File: config.mk
export PLATFORM = sky130hd
export DESIGN_NAME = gdrv_seq
export DESIGN_NICKNAME = d
export VERILOG_FILES = /design/src/rtl/gdrv_pkg.sv /design/src/rtl/gdrv_sync.sv /design/src/rtl/gdrv_timer.sv /design/src/rtl/gdrv_fsm.sv /design/src/rtl/gdrv_seq.sv
export SDC_FILE = /design/constraint.sdc
export NUM_CORES = 1
export LEC_CHECK = 0
export ABC_AREA = 1
export ABC_CLOCK_PERIOD_IN_PS = 1700
export BUFFER_PORTS_ARGS = -buffer_cell sky130_fd_sc_hd__buf_2
export CAP_MARGIN = 0
export CORE_MARGIN = 5
export CORE_UTILIZATION = 51
export CTS_CLUSTER_DIAMETER = 30
export DETAILED_ROUTE_END_ITERATION = 12
export GPL_TIMING_DRIVEN = 0
export PLACE_DENSITY = 0.74
export SKIP_CTS_REPAIR_TIMING = 1
export SKIP_LAST_GASP = 1
export SLEW_MARGIN = 5
export SYNTH_ARGS = -nofsm -noshare
export SYNTH_HDL_FRONTEND = slang
export SYNTH_SLANG_ARGS = --single-unit
export TNS_END_PERCENT = 1
File: constraint.sdc
create_clock -name clk -period 1.7 [get_ports clk]
set_clock_uncertainty 0.1 [all_clocks]
set_input_delay 0.34 -clock clk [delete_from_list [all_inputs] [get_ports clk]]
set_output_delay 0.34 -clock clk [all_outputs]
set_load 0.01 [all_outputs]
File: src/rtl/gdrv_pkg.sv
package gdrv_pkg;

   typedef enum logic [1:0] {
      CMD_LOW  = 2'b00,
      CMD_MID  = 2'b01,
      CMD_HIGH = 2'b10
   } cmd_e;

   typedef enum logic [3:0] {
      ST_OFF,
      ST_WAIT_HS,
      ST_HS_ON,
      ST_WAIT_LS,
      ST_LS_ON,
      ST_WAIT_MID,
      ST_MID_BLANK,
      ST_MID_ZC,
      ST_MID_DONE
   } seq_state_e;

   // the spare code 2'b11 is read as mid: both outputs of mid are the safer ones
   function automatic cmd_e decode_cmd(input logic [1:0] raw);
      case (raw)
         2'b10:   return CMD_HIGH;
         2'b00:   return CMD_LOW;
         default: return CMD_MID;
      endcase
   endfunction

endpackage

File: src/rtl/gdrv_sync.sv
module gdrv_sync #(
   parameter int W      = 1,
   parameter int STAGES = 2
) (
   input  logic         clk,
   input  logic         rst_n,
   input  logic [W-1:0] d,
   output logic [W-1:0] q
);

   if (STAGES < 2) begin : g_bad_stages
      $error("gdrv_sync: STAGES must be at least 2");
   end
   if (W < 1) begin : g_bad_width
      $error("gdrv_sync: W must be at least 1");
   end

   logic [STAGES-1:0][W-1:0] chain;

   always_ff @(posedge clk or negedge rst_n) begin
      if (!rst_n) chain <= '0;
      else        chain <= {chain[STAGES-2:0], d};
   end

   assign q = chain[STAGES-1];

endmodule

File: src/rtl/gdrv_timer.sv
module gdrv_timer #(
   parameter int CW = 5
) (
   input  logic          clk,
   input  logic          rst_n,
   input  logic          clr,
   output logic [CW-1:0] cnt
);

   always_ff @(posedge clk or negedge rst_n) begin
      if (!rst_n)            cnt <= '0;
      else if (clr)          cnt <= '0;
      else if (cnt != '1)    cnt <= cnt + 1'b1;
   end

endmodule

File: src/rtl/gdrv_fsm.sv
module gdrv_fsm
   import gdrv_pkg::*;
#(
   parameter int BLANK_CYC   = 18,
   parameter int NOV_MAX_CYC = 8,
   parameter int CW          = 5
) (
   input  logic          clk,
   input  logic          rst_n,
   input  logic [1:0]    pwm_q,
   input  logic [1:0]    en_q,
   input  logic          sup_q,
   input  logic          hs_off_q,
   input  logic          ls_off_q,
   input  logic          zc_q,
   input  logic [CW-1:0] cnt,
   output logic          clr,
   output logic          hs_on,
   output logic          ls_on
);

   seq_state_e st, nxt;
   cmd_e       pwm_c;
   logic       run, nov_expired, blank_over;

   assign pwm_c       = decode_cmd(pwm_q);
   assign run         = sup_q && (decode_cmd(en_q) == CMD_HIGH);
   assign nov_expired = (cnt == CW'(NOV_MAX_CYC - 1));
   assign blank_over  = (cnt == CW'(BLANK_CYC - 1));

   always_comb begin
      nxt = st;
      if (!run) begin
         nxt = ST_OFF;
      end else begin
         case (pwm_c)
            CMD_HIGH: begin
               case (st)
                  ST_HS_ON:   nxt = ST_HS_ON;
                  ST_WAIT_HS: nxt = (ls_off_q || nov_expired) ? ST_HS_ON : ST_WAIT_HS;
                  default:    nxt = ST_WAIT_HS;
               endcase
            end
            CMD_LOW: begin
               case (st)
                  ST_LS_ON, ST_MID_BLANK, ST_MID_ZC: nxt = ST_LS_ON;
                  ST_WAIT_LS: nxt = (hs_off_q || nov_expired) ? ST_LS_ON : ST_WAIT_LS;
                  default:    nxt = ST_WAIT_LS;
               endcase
            end
            default: begin
               case (st)
                  ST_LS_ON:     nxt = ST_MID_BLANK;
                  ST_WAIT_MID:  nxt = (hs_off_q || nov_expired) ? ST_MID_BLANK : ST_WAIT_MID;
                  ST_MID_BLANK: nxt = blank_over ? (zc_q ? ST_MID_DONE : ST_MID_ZC) : ST_MID_BLANK;
                  ST_MID_ZC:    nxt = zc_q ? ST_MID_DONE : ST_MID_ZC;
                  ST_MID_DONE:  nxt = ST_MID_DONE;
                  default:      nxt = ST_WAIT_MID;
               endcase
            end
         endcase
      end
   end

   always_ff @(posedge clk or negedge rst_n) begin
      if (!rst_n) st <= ST_OFF;
      else        st <= nxt;
   end

   assign clr   = (nxt != st);
   assign hs_on = (st == ST_HS_ON);
   assign ls_on = (st == ST_LS_ON) || (st == ST_MID_BLANK) || (st == ST_MID_ZC);

endmodule

File: src/rtl/gdrv_seq.sv
module gdrv_seq #(
   parameter int CLK_PERIOD_PS = 20000,
   parameter int BLANK_NS      = 350,
   parameter int NOV_MAX_CYC   = 8,
   parameter int SYNC_STAGES   = 2
) (
   input  logic       clk,
   input  logic       rst_n,
   input  logic [1:0] pwm_cmd,
   input  logic [1:0] en_cmd,
   input  logic       supply_ok,
   input  logic       hs_off_sense,
   input  logic       ls_off_sense,
   input  logic       zc_detect,
   output logic       hs_gate,
   output logic       ls_gate
);

   localparam int BLANK_CYC = (BLANK_NS * 1000 + CLK_PERIOD_PS - 1) / CLK_PERIOD_PS;
   localparam int CNT_MAX   = (BLANK_CYC > NOV_MAX_CYC) ? BLANK_CYC : NOV_MAX_CYC;
   localparam int CW        = $clog2(CNT_MAX + 1);
   localparam int SW        = 8;

   if (CLK_PERIOD_PS < 1) begin : g_bad_period
      $error("gdrv_seq: CLK_PERIOD_PS must be positive");
   end
   if (BLANK_CYC < 1) begin : g_bad_blank
      $error("gdrv_seq: blanking must span at least one cycle");
   end
   if (NOV_MAX_CYC < 1) begin : g_bad_nov
      $error("gdrv_seq: NOV_MAX_CYC must be at least 1");
   end

   logic [SW-1:0] sync_in, sync_out;
   logic [1:0]    pwm_q, en_q;
   logic          sup_q, hs_off_q, ls_off_q, zc_q;
   logic          clr;
   logic [CW-1:0] cnt;

   assign sync_in = {pwm_cmd, en_cmd, supply_ok, hs_off_sense, ls_off_sense, zc_detect};
   assign {pwm_q, en_q, sup_q, hs_off_q, ls_off_q, zc_q} = sync_out;

   gdrv_sync #(.W(SW), .STAGES(SYNC_STAGES)) u_sync (
      .clk   (clk),
      .rst_n (rst_n),
      .d     (sync_in),
      .q     (sync_out)
   );

   gdrv_timer #(.CW(CW)) u_timer (
      .clk   (clk),
      .rst_n (rst_n),
      .clr   (clr),
      .cnt   (cnt)
   );

   gdrv_fsm #(.BLANK_CYC(BLANK_CYC), .NOV_MAX_CYC(NOV_MAX_CYC), .CW(CW)) u_fsm (
      .clk      (clk),
      .rst_n    (rst_n),
      .pwm_q    (pwm_q),
      .en_q     (en_q),
      .sup_q    (sup_q),
      .hs_off_q (hs_off_q),
      .ls_off_q (ls_off_q),
      .zc_q     (zc_q),
      .cnt      (cnt),
      .clr      (clr),
      .hs_on    (hs_gate),
      .ls_on    (ls_gate)
   );

endmodule

==> reports/metrics.yaml <==
grt:
  grt_use_total: 0.129
  grt-ovfl-total: 0
  grt_pass1_wl_um: 3450
  antenna_found_initial: 0
  grt_pass1_vias: 854
  grt_max_degree: 26
routing:
  wl_met1_um: 940
  routed.top_layer: "met4"
  vias: 914
  drt_wl_total_um: 1950
  met3_length_um: 68
  vias_per_cell: 4.84
  dr.first_iter.drc_count: 25
  wl_per_cell_um: 10.3
  wl_met2_um: 930
  drc_errors: 0
  ant_nets: 0
  first_pass_iters: 4
sta:
  tns_ns: -0.939
  final_max_slew_viol_count: 0
  fmax_mhz: 529
  hold_viol_final: 0
  setup_viol: 5
  final.period_utilization: 1.11
  slew-limit-headroom: 0.654
  layout_min_cycle_time_ns: 1.89
  rsz0062_at_grt: "true"
  worst_slack_ns: -0.192
  worst_slew_pin_slew_ns: 0.520
synth:
  syn-num-nets: 156
  synth_area_leaders: "dfrtp_1 (51%), nand2_1 (10%), inv_1 (5.9%), nand3_1 (5.7%), nor2_1 (4.3%)"
  yosysWarnings: 0
  synth-seq-cells: 25
  synthesis.area_mm2: 0.00122
  postSynthCellCount: 143
  yosysSeqAreaShare: 0.513
  synth_top_area_frac: 0.513
  syn_area_per_cell_um2: 8.52
  synth_top_area_cell: "dfrtp_1"
  synth_cell_type_count: 18
clocking:
  cts_buffers: 3
  cts_htree_levels: 1
  clkSinkCount: 25
  clk_latency_ns: 0.31
  cts.path.max_buffers: 2
  cts-root-buf: "clkbuf_4"
  clkTransAtPathRegs_ns: 0.14
  cts_tree: "done"
floorplan:
  core_mm2: 0.00225
  die_y_um: 58.9
  start_util: 0.541
  die_x_um: 58.9
  dieArea_mm2: 0.00347
  rows: 17
  ios: 12
power_and_ir_drop:
  p_leak_nw: 0.734
  total_power_w: 0.00114
  p_per_area_mw_per_mm2: 834
  max-vdd-ir-drop_uv: 782
min_path:
  hp-class: "input port to register"
status:
  status: "finished with violations"
  violations: "negative setup slack"
critical_path:
  endpoint_kind: "register"
  cp.arrival_ns: 2.04
  worstReg2RegStart: "u_timer.cnt[0]"
  startpoint: "u_timer.cnt[0]"
  crit_fanout: 5
  reg2reg_slack_ns: -0.19
  reg2reg_depth: 14
  startpoint_type: "register"
  crit_end: "u_timer.cnt[3]"
  r2r-end: "u_timer.cnt[3]"
  worstSetupPathType: "register to register"
  crit_required_ns: 1.85
layout:
  drive_gt1_frac: 0.255
  antenna_cells: 0
  nets: 175
  syn_to_final_growth_pct: 12.3
  final_util: 0.607
  nFillCells: 215
flow_run:
  maxCapViolations: 0
place:
  place.gp.congestion: 0.794
  io_buffers: 11
  preCtsSetupSlack_ns: -0.173
  hpwl_um: 1540
-- final cells by class --
class                           instances  area (um^2)  share of cell area
Multi-Input combinational cell         95          509               0.372
Timing Repair Buffer                   14         82.6              0.0603
Sequential cell                        25          626               0.457
Tap cell                               28         35.0              0.0256
Clock buffer                            3         22.5              0.0165
Inverter                               23         86.3              0.0631
Clock inverter                          1         7.51             0.00548
-- Yosys cell counts --
master / number
nor2_1: 14
o21ai_0: 1
ha_1: 3
xor2_1: 3
nand2_4: 1
nand4_1: 2
nor2_4: 3
inv_1: 19
nand2_2: 8
nand2_1: 34
inv_2: 4
a21boi_2: 1
nand3_1: 14
mux2i_1: 1
nor3_1: 1
nor2_2: 7
dfrtp_1: 25
a21oi_1: 2
-- routing by layer --
layer,GRT usage,up-vias
li1,-,472
met1,0.178,425
met2,0.203,15
met3,0.0132,2
met4,0.0583,0
met5,0,-
-- registers in the layout, summed over array words and instances (netlist names) --
register,flops
u_sync.q,8
u_fsm.st,4
u_sync.chain,8
u_timer.cnt,5
-- power breakdown --
group,switching (W),internal [W]
Combinational,0.000112,0.0000818
Clock,0.000172,0.0000897
Sequential,0.0000434,0.000642
Total,0.000328,0.000813
-- cells by family (layout without fill, tap and decap cells) --
group	Yosys count	after routing	share of synthesized area
buffers and inverters	23	41	0.0708
AO/OA/AOI/OAI	4	4	0.0216
AND/OR/NAND/NOR	84	84	0.334
multiplexers	1	1	0.00821
adder cells (fa/ha/maj)	3	3	0.0308
XOR/XNOR	3	3	0.0216
flip-flops	25	25	0.513
-- worst min-delay path by stage --
stage                          startpoint  cells after the start              end
after CTS                           rst_n                      1      u_sync.q[1]
after global placement    u_sync.chain[2]                      0      u_sync.q[2]
final                           en_cmd[0]                      1  u_sync.chain[4]
after detailed placement  u_sync.chain[4]                      0      u_sync.q[4]
after global routing           pwm_cmd[1]                      1  u_sync.chain[7]
after floorplan                     rst_n                      0      u_fsm.st[0]
-- worst max-delay path, cell delays in order (launching register included) --
cell      delay [ns]
dfrtp_1         0.44
ha_2            0.20
nand2_2         0.08
inv_2           0.04
nand2_2         0.08
nand2_2         0.05
nand2_2         0.06
nand2_2         0.06
a21boi_2        0.18
nand3_1         0.12
nand2_1         0.08
nand2_2         0.06
nor2_4          0.11
nand2_4         0.09
nor2_2          0.09
-- per-stage QoR --
stage	instances	area, um^2	hold slack, ns
final	189	1370	0.0175
after detailed placement	182	1310	0.235
after CTS	186	1340	-0.110
after global placement	182	1310	0.234
after global routing	189	1370	-0.000473
after floorplan	143	1220	-0.0556
-- placed cells by master (no fill, tap or decap), types with 2 or more instances in the layout --
cell type / netlist / routed
nand2_1: 34 / 34
dfrtp_1: 25 / 25
inv_1: 19 / 19
nand3_1: 14 / 14
nor2_1: 14 / 14
buf_2: 0 / 11
nand2_2: 8 / 8
nor2_2: 7 / 7
inv_2: 4 / 4
nor2_4: 3 / 3
xor2_1: 3 / 3
clkbuf_4: 0 / 3
a21oi_1: 2 / 2
nand4_1: 2 / 2
ha_1: 3 / 2
dlygate4sd3_1: 0 / 2
No activity file was read; power rests on OpenSTA's default activity.
